===== config.mk =====
export PLATFORM = sky130hd
export DESIGN_NAME = frame_medium_arbiter
export DESIGN_NICKNAME = d
export VERILOG_FILES = /design/src/rtl/fma_pkg.sv /design/src/rtl/fma_slot_clock.sv /design/src/rtl/fma_sched_table.sv /design/src/rtl/fma_select.sv /design/src/rtl/frame_medium_arbiter.sv
export SDC_FILE = /design/constraint.sdc
export NUM_CORES = 2
export LEC_CHECK = 0
export BUFFER_PORTS_ARGS = -buffer_cell sky130_fd_sc_hd__buf_2
export CORE_MARGIN = 1.5
export CORE_UTILIZATION = 50
export CTS_CLUSTER_SIZE = 40
export DETAILED_ROUTE_END_ITERATION = 8
export MAX_ROUTING_LAYER = met4
export PLACE_DENSITY = 0.76
export SLEW_MARGIN = 20
export SYNTH_ARGS = -nofsm -noshare
export SYNTH_HDL_FRONTEND = slang
export SYNTH_HIERARCHICAL = 1
export SYNTH_SLANG_ARGS = --single-unit

===== constraint.sdc =====
create_clock -name clk -period 7.7 [get_ports clk]
set_input_delay 1.54 -clock clk [delete_from_list [all_inputs] [get_ports clk]]
set_output_delay 1.54 -clock clk [all_outputs]
set_load 0.005 [all_outputs]

===== src/rtl/fma_pkg.sv =====
package fma_pkg;
  localparam int unsigned SLOT_COUNT = 256;
  localparam int unsigned SLOT_W = $clog2(SLOT_COUNT);
  typedef logic [SLOT_W-1:0] slot_idx_t;
endpackage


===== src/rtl/fma_slot_clock.sv =====
module fma_slot_clock
  import fma_pkg::*;
#(
  parameter int unsigned TICK_W = 16
) (
  input  logic              clk,
  input  logic              rst_n,
  input  logic              ext_mode,
  input  logic              slot_pulse,
  input  logic [TICK_W-1:0] slot_len,
  output slot_idx_t         slot
);
  logic [TICK_W-1:0] tick_q;
  logic [TICK_W-1:0] last_tick;
  logic              advance;

  always_comb begin
    last_tick = (slot_len == '0) ? '0 : slot_len - 1'b1;
    advance   = ext_mode ? slot_pulse : (tick_q >= last_tick);
  end

  always_ff @(posedge clk) begin
    if (!rst_n) begin
      tick_q <= '0;
      slot   <= '0;
    end else begin
      if (ext_mode || advance) tick_q <= '0;
      else                     tick_q <= tick_q + 1'b1;
      if (advance) slot <= slot + 1'b1;
    end
  end

  // the slot index only ever moves forward by exactly one
  p_slot_step_r8: assert property (@(posedge clk) disable iff (!rst_n)
    (slot != $past(slot)) |-> (slot == slot_idx_t'($past(slot) + 1'b1)));

  // in external mode the slot holds without a pulse
  p_ext_hold_r9: assert property (@(posedge clk) disable iff (!rst_n)
    (ext_mode && !slot_pulse) |=> $stable(slot));
endmodule


===== src/rtl/fma_sched_table.sv =====
module fma_sched_table
  import fma_pkg::*;
#(
  parameter int unsigned N_CH = 4
) (
  input  logic            clk,
  input  logic            rst_n,
  input  logic            wr_en,
  input  slot_idx_t       wr_addr,
  input  logic [N_CH-1:0] wr_mask,
  input  slot_idx_t       rd_slot,
  output logic [N_CH-1:0] permit
);
  logic [N_CH-1:0] tbl_q [SLOT_COUNT];

  always_ff @(posedge clk) begin
    if (!rst_n) begin
      for (int s = 0; s < int'(SLOT_COUNT); s++) tbl_q[s] <= '1;
    end else if (wr_en) begin
      tbl_q[wr_addr] <= wr_mask;
    end
  end

  assign permit = tbl_q[rd_slot];

  // a write is visible at its address on the following cycle
  p_write_lands_r7: assert property (@(posedge clk) disable iff (!rst_n)
    wr_en |=> (tbl_q[$past(wr_addr)] == $past(wr_mask)));
endmodule


===== src/rtl/fma_select.sv =====
module fma_select #(
  parameter int unsigned N_CH   = 4,
  parameter int unsigned PRIO_W = 2,
  parameter int unsigned CRED_W = 8
) (
  input  logic [N_CH-1:0]        elig,
  input  logic [N_CH*PRIO_W-1:0] prio,
  input  logic [N_CH*CRED_W-1:0] credit,
  output logic [N_CH-1:0]        win
);
  localparam int unsigned IDX_W = (N_CH > 1) ? $clog2(N_CH) : 1;

  logic                     found;
  logic [PRIO_W-1:0]        best_p;
  logic signed [CRED_W-1:0] best_c;
  logic [IDX_W-1:0]         best_i;
  logic [PRIO_W-1:0]        p;
  logic signed [CRED_W-1:0] c;

  always_comb begin
    found  = 1'b0;
    best_p = '0;
    best_c = '0;
    best_i = '0;
    p      = '0;
    c      = '0;
    for (int i = 0; i < int'(N_CH); i++) begin
      p = prio[i*PRIO_W +: PRIO_W];
      c = credit[i*CRED_W +: CRED_W];
      // strict comparisons keep the lower index on a full tie
      if (elig[i] && (!found || (p < best_p) || ((p == best_p) && (c > best_c)))) begin
        found  = 1'b1;
        best_p = p;
        best_c = c;
        best_i = IDX_W'(i);
      end
    end
    win = '0;
    if (found) win[best_i] = 1'b1;
  end

  // the winner is always drawn from the eligible set
  always_comb begin
    p_win_in_elig_r1: assert ((win & ~elig) == '0);
  end
endmodule


===== src/rtl/frame_medium_arbiter.sv =====
module frame_medium_arbiter
  import fma_pkg::*;
#(
  parameter int unsigned N_CH   = 4,
  parameter int unsigned PRIO_W = 2,
  parameter int unsigned CRED_W = 8,
  parameter int unsigned TICK_W = 16
) (
  input  logic                   clk,
  input  logic                   rst_n,
  input  logic [N_CH-1:0]        ch_ready,
  input  logic [N_CH-1:0]        ch_room,
  input  logic [N_CH*PRIO_W-1:0] ch_prio,
  input  logic [N_CH*CRED_W-1:0] ch_credit,
  input  logic                   link_free,
  input  logic                   slot_ext_sel,
  input  logic                   slot_start,
  input  logic [TICK_W-1:0]      slot_len,
  input  logic                   tbl_wr_en,
  input  logic [SLOT_W-1:0]      tbl_wr_addr,
  input  logic [N_CH-1:0]        tbl_wr_mask,
  output logic [N_CH-1:0]        grant,
  output logic [SLOT_W-1:0]      cur_slot
);
  localparam logic [CRED_W-1:0] CRED_FLOOR = {1'b1, {(CRED_W-1){1'b0}}};

  logic [N_CH-1:0] permit;
  logic [N_CH-1:0] barred;
  logic [N_CH-1:0] elig;
  logic [N_CH-1:0] win;

  fma_slot_clock #(.TICK_W(TICK_W)) u_clock (
    .clk        (clk),
    .rst_n      (rst_n),
    .ext_mode   (slot_ext_sel),
    .slot_pulse (slot_start),
    .slot_len   (slot_len),
    .slot       (cur_slot)
  );

  fma_sched_table #(.N_CH(N_CH)) u_table (
    .clk     (clk),
    .rst_n   (rst_n),
    .wr_en   (tbl_wr_en),
    .wr_addr (tbl_wr_addr),
    .wr_mask (tbl_wr_mask),
    .rd_slot (cur_slot),
    .permit  (permit)
  );

  for (genvar g = 0; g < N_CH; g++) begin : g_bar
    assign barred[g] = (ch_credit[g*CRED_W +: CRED_W] == CRED_FLOOR);
  end

  assign elig = ch_ready & ch_room & permit & ~barred;

  fma_select #(.N_CH(N_CH), .PRIO_W(PRIO_W), .CRED_W(CRED_W)) u_select (
    .elig   (elig),
    .prio   (ch_prio),
    .credit (ch_credit),
    .win    (win)
  );

  always_ff @(posedge clk) begin
    if (!rst_n) grant <= '0;
    else        grant <= link_free ? win : '0;
  end

  p_grant_onehot_r2: assert property (@(posedge clk) disable iff (!rst_n)
    $onehot0(grant));

  p_grant_after_free_r2: assert property (@(posedge clk) disable iff (!rst_n)
    (|grant) |-> $past(link_free));

  p_grant_needs_req_r1: assert property (@(posedge clk) disable iff (!rst_n)
    (|grant) |-> ((grant & ~$past(ch_ready & ch_room)) == '0));

  p_no_floor_grant_r6: assert property (@(posedge clk) disable iff (!rst_n)
    (|grant) |-> ((grant & $past(barred)) == '0));
endmodule


==> impl_metrics.csv <==
group,metric,value,unit
status,status,"completed",
routing,drt_iter0_drc,4215,
yosys,ys_types,69,
yosys,yosysSeqAreaShare,0.604,
yosys,muxShareOfSynthArea,0.116,
placed_design,io_buffers,93,
cells_and_area,syn_to_final_growth,10.4,%
sta,hold_violations,0,
yosys,synth_edf_count,1024,
sta,max_freq,0.135,GHz
cts,cts_tree,"done",
yosys,synth_cells,3941,
routing,route.vias.total,34300,
cts,cts.path.max_buffers,3,
floorplan,ios,94,
floorplan,dieHeight,325,um
yosys,ys_warn_count,6,
routing,viasPerCell,6.50,
setup_path,worst_path_dominant_cell_family,"compound AO/OA/AOI/OAI gates",
global_route,antenna_found_initial,11,
global_route,grtUsageTotal,0.252,
setup_path,crit_top_cell,"buf_4",
sta,tightest_slew,1.17,ns
yosys,syn_area_per_cell,13.2,um^2
setup_path,path_class,"flop to flop",
yosys,synth_ff_type,"edfxtp_1",
cts,cts_max_level,3,
yosys,synthAdderAreaFrac,0.0121,
run,cap_violations,0,
yosys,async_reset_ff_frac,0,
sta,worst_clock_skew,0.0323,ns
floorplan,die_area,106000,um^2
floorplan,design.core.area,102000,um^2
yosys,yosysTopAreaCell,"edfxtp_1",
floorplan,die_w,325,um
hold_path,holdCritPathClass,"flop to flop",
power,power_density,230,nW/um^2
routing,first_pass_iters,7,
sta,slew_violations,0,
routing,totalWireLength,133000,um
global_route,first_global_vias,32700,
yosys,synth-compound-area-share,0.0614,
setup_path,cp_num_buf_inv,7,
cts,path_clk_slew,0.06,ns
yosys,yosys-top-cells-area,"edfxtp_1, or3_1, mux4_2",
cells_and_area,instances_no_fill,5275,
setup_path,cp_max_fo,20,
global_route,overflow,0,
setup_path,cp.arrival,7.96,ns
yosys,yosys.area_share.simple,0.159,
cts,clock-sinks,1052,
power,leakage,17.6,nW
placed_design,dpl.hpwl,80900,um
floorplan,start_util,0.507,
cells_and_area,post_route_cells_drive_above_1_share,0.183,
setup_path,cp.required,8.26,ns
yosys,ys_ff_latch,1052,
yosys,syn-num-nets,4073,
placed_design,dp_cells,5061,
setup_path,cp-end-kind,"flop",
setup_path,worst-r2r-setup-slack,0.30,ns
routing,wl_per_cell,25.2,um
cts,numCtsBuffers,105,
placed_design,gp_congestion,0.927,
yosys,synth_top_family_by_area,"simple AND/OR/NAND/NOR gates",
cells_and_area,num-nets-final,3941,
setup_path,startpoint_type,"flop",
yosys,synth_xor_area_frac,0.00456,
sta,setup_viol,0,
cts,clock-root-buffer,"clkbuf_16",
routing,route.detailed.drc,0,
global_route,grt_first_pass_wirelength,200000,um
setup_path,cp_slowest_cell,"mux4_2",
sta,fin_ws,0.296,ns
power,ir_drop,0.191,mV
floorplan,num_rows,117,
yosys,syn-cell-area,51900,um^2
sta,min_period_over_period,0.962,
cts,ctsHoldBuffers,0,
sta,max_slew_margin,0.223,
setup_path,critPathMaxStageDelay,0.54,ns
placed_design,dp_slack,0.0301,ns
sta,hold_ws,0.483,ns
cts,clock_latency,0.70,ns
global_route,grt_max_degree,137,
yosys,synth_top_area_frac,0.593,
sta,fin_crit,7.40,ns
routing,ant_nets,0,
-- routing by layer --
layer / global-route usage / part of all wire
met2: 0.393 / 0.48
met3: 0.0468 / 0.11
met5: - / 0
met4: 0.0890 / 0.033
met1: 0.332 / 0.38
-- timing repair --
action | 4_1_cts | 5_1_grt
setup buffers | 0 | 8
gates cloned | 0 | 2
hold endpoints to repair | 0 | 0
setup endpoints to repair | 1 | 4
pin swaps | 0 | 6
gates resized for setup | 1 | 10
-- worst reg2reg max path: cells and delay by family, from the launching register on --
family,cells,cell delay [ns]
AO/OA/AOI/OAI,15,2.60
flip-flops,1,0.40
buffers and inverters,7,1.34
adder cells (fa/ha/maj),3,0.91
AND/OR/NAND/NOR,5,0.82
multiplexers,3,1.21
-- logic make-up after synthesis --
kind of cell,count (synthesis)
xor+xnor,27
simple gates,1389
fa+ha+maj,50
flops,1052
compound gates,525
mux,369
buf+inv,529
-- area by class of cell --
type	count	area [um^2]
fill	7907	45100
sequential	1052	31300
multi-input combinational	2360	18400
clock buffer	132	2850
timing repair buffer	257	2000
tap	1368	1710
clock inverter	66	767
inverter	33	124
antenna	7	17.5
-- synthesized netlist by cell type (all sizes together), types with 9 or more instances --
| library cell | number |
|---|---|
| mux2i | 164 |
| o221ai | 29 |
| a22o | 9 |
| nand2b | 30 |
| inv | 31 |
| nand2 | 98 |
| o211ai | 9 |
| o21ai | 284 |
| a211oi | 28 |
| clkbuf | 422 |
| xor2 | 15 |
| or3 | 971 |
| and3 | 14 |
| nand4 | 27 |
| a22oi | 33 |
| xnor2 | 12 |
| nor2 | 63 |
| dfxtp | 28 |
| mux4 | 181 |
| or2 | 51 |
| nor4 | 9 |
| nand3 | 50 |
| ha | 50 |
| buf | 74 |
| edfxtp | 1024 |
| nor3 | 17 |
| o22ai | 38 |
| and2 | 23 |
| a221oi | 17 |
| nor2b | 25 |
| a21oi | 45 |
| mux2 | 24 |
-- power breakdown --
group	switching (mW)	internal, mW	total [mW]
logic	0.683	0.469	1.15
clock network	2.20	3.17	5.37
registers	0.100	6.55	6.65
total	2.98	10.2	13.2
-- registers in the layout (all words and copies together), names as in the netlist --
| register | count |
|---|---|
| grant | 4 |
| u_clock/slot | 8 |
| u_clock/tick_q | 16 |
| u_table/tbl_q | 1024 |
-- stage by stage --
stage / total power, mW / TNS, ns / utilization / cell area (um^2)
global placement: 7.85 / 0 / 0.522 / 53400
floorplan: 7.50 / 0 / - / 51900
global route: 13.5 / -0.0574 / 0.559 / 57200
finish: 13.2 / 0 / 0.559 / 57200
CTS: 13.2 / 0 / 0.558 / 57100
detailed placement: 7.88 / 0 / 0.522 / 53400
-- cells in the final DEF (no fill, tap or decap), types with 26 or more instances in the layout --
master and count:
clkbuf_16 111, nand2b_1 29, a21oi_1 43, nand4_1 26
o22ai_1 38, o221ai_1 29, ha_1 50, mux2i_1 164
nand2_1 89, or2_2 51, inv_1 29, nand3_1 38
a22oi_1 33, or3_1 971, nor2_1 63, buf_4 145
a211oi_1 27, o21ai_0 278, mux4_2 181, edfxtp_1 1024
buf_2 88
-- path summary, 6_finish.rpt --
check                    start                end  cells after the start
max            u_clock/slot[1]           grant[3]                     33
min          u_clock/tick_q[0]  u_clock/tick_q[0]                      1
max reg2reg    u_clock/slot[1]           grant[3]                     33
min reg2reg  u_clock/tick_q[0]  u_clock/tick_q[0]                      1
Power figures use the tool's default switching activity.
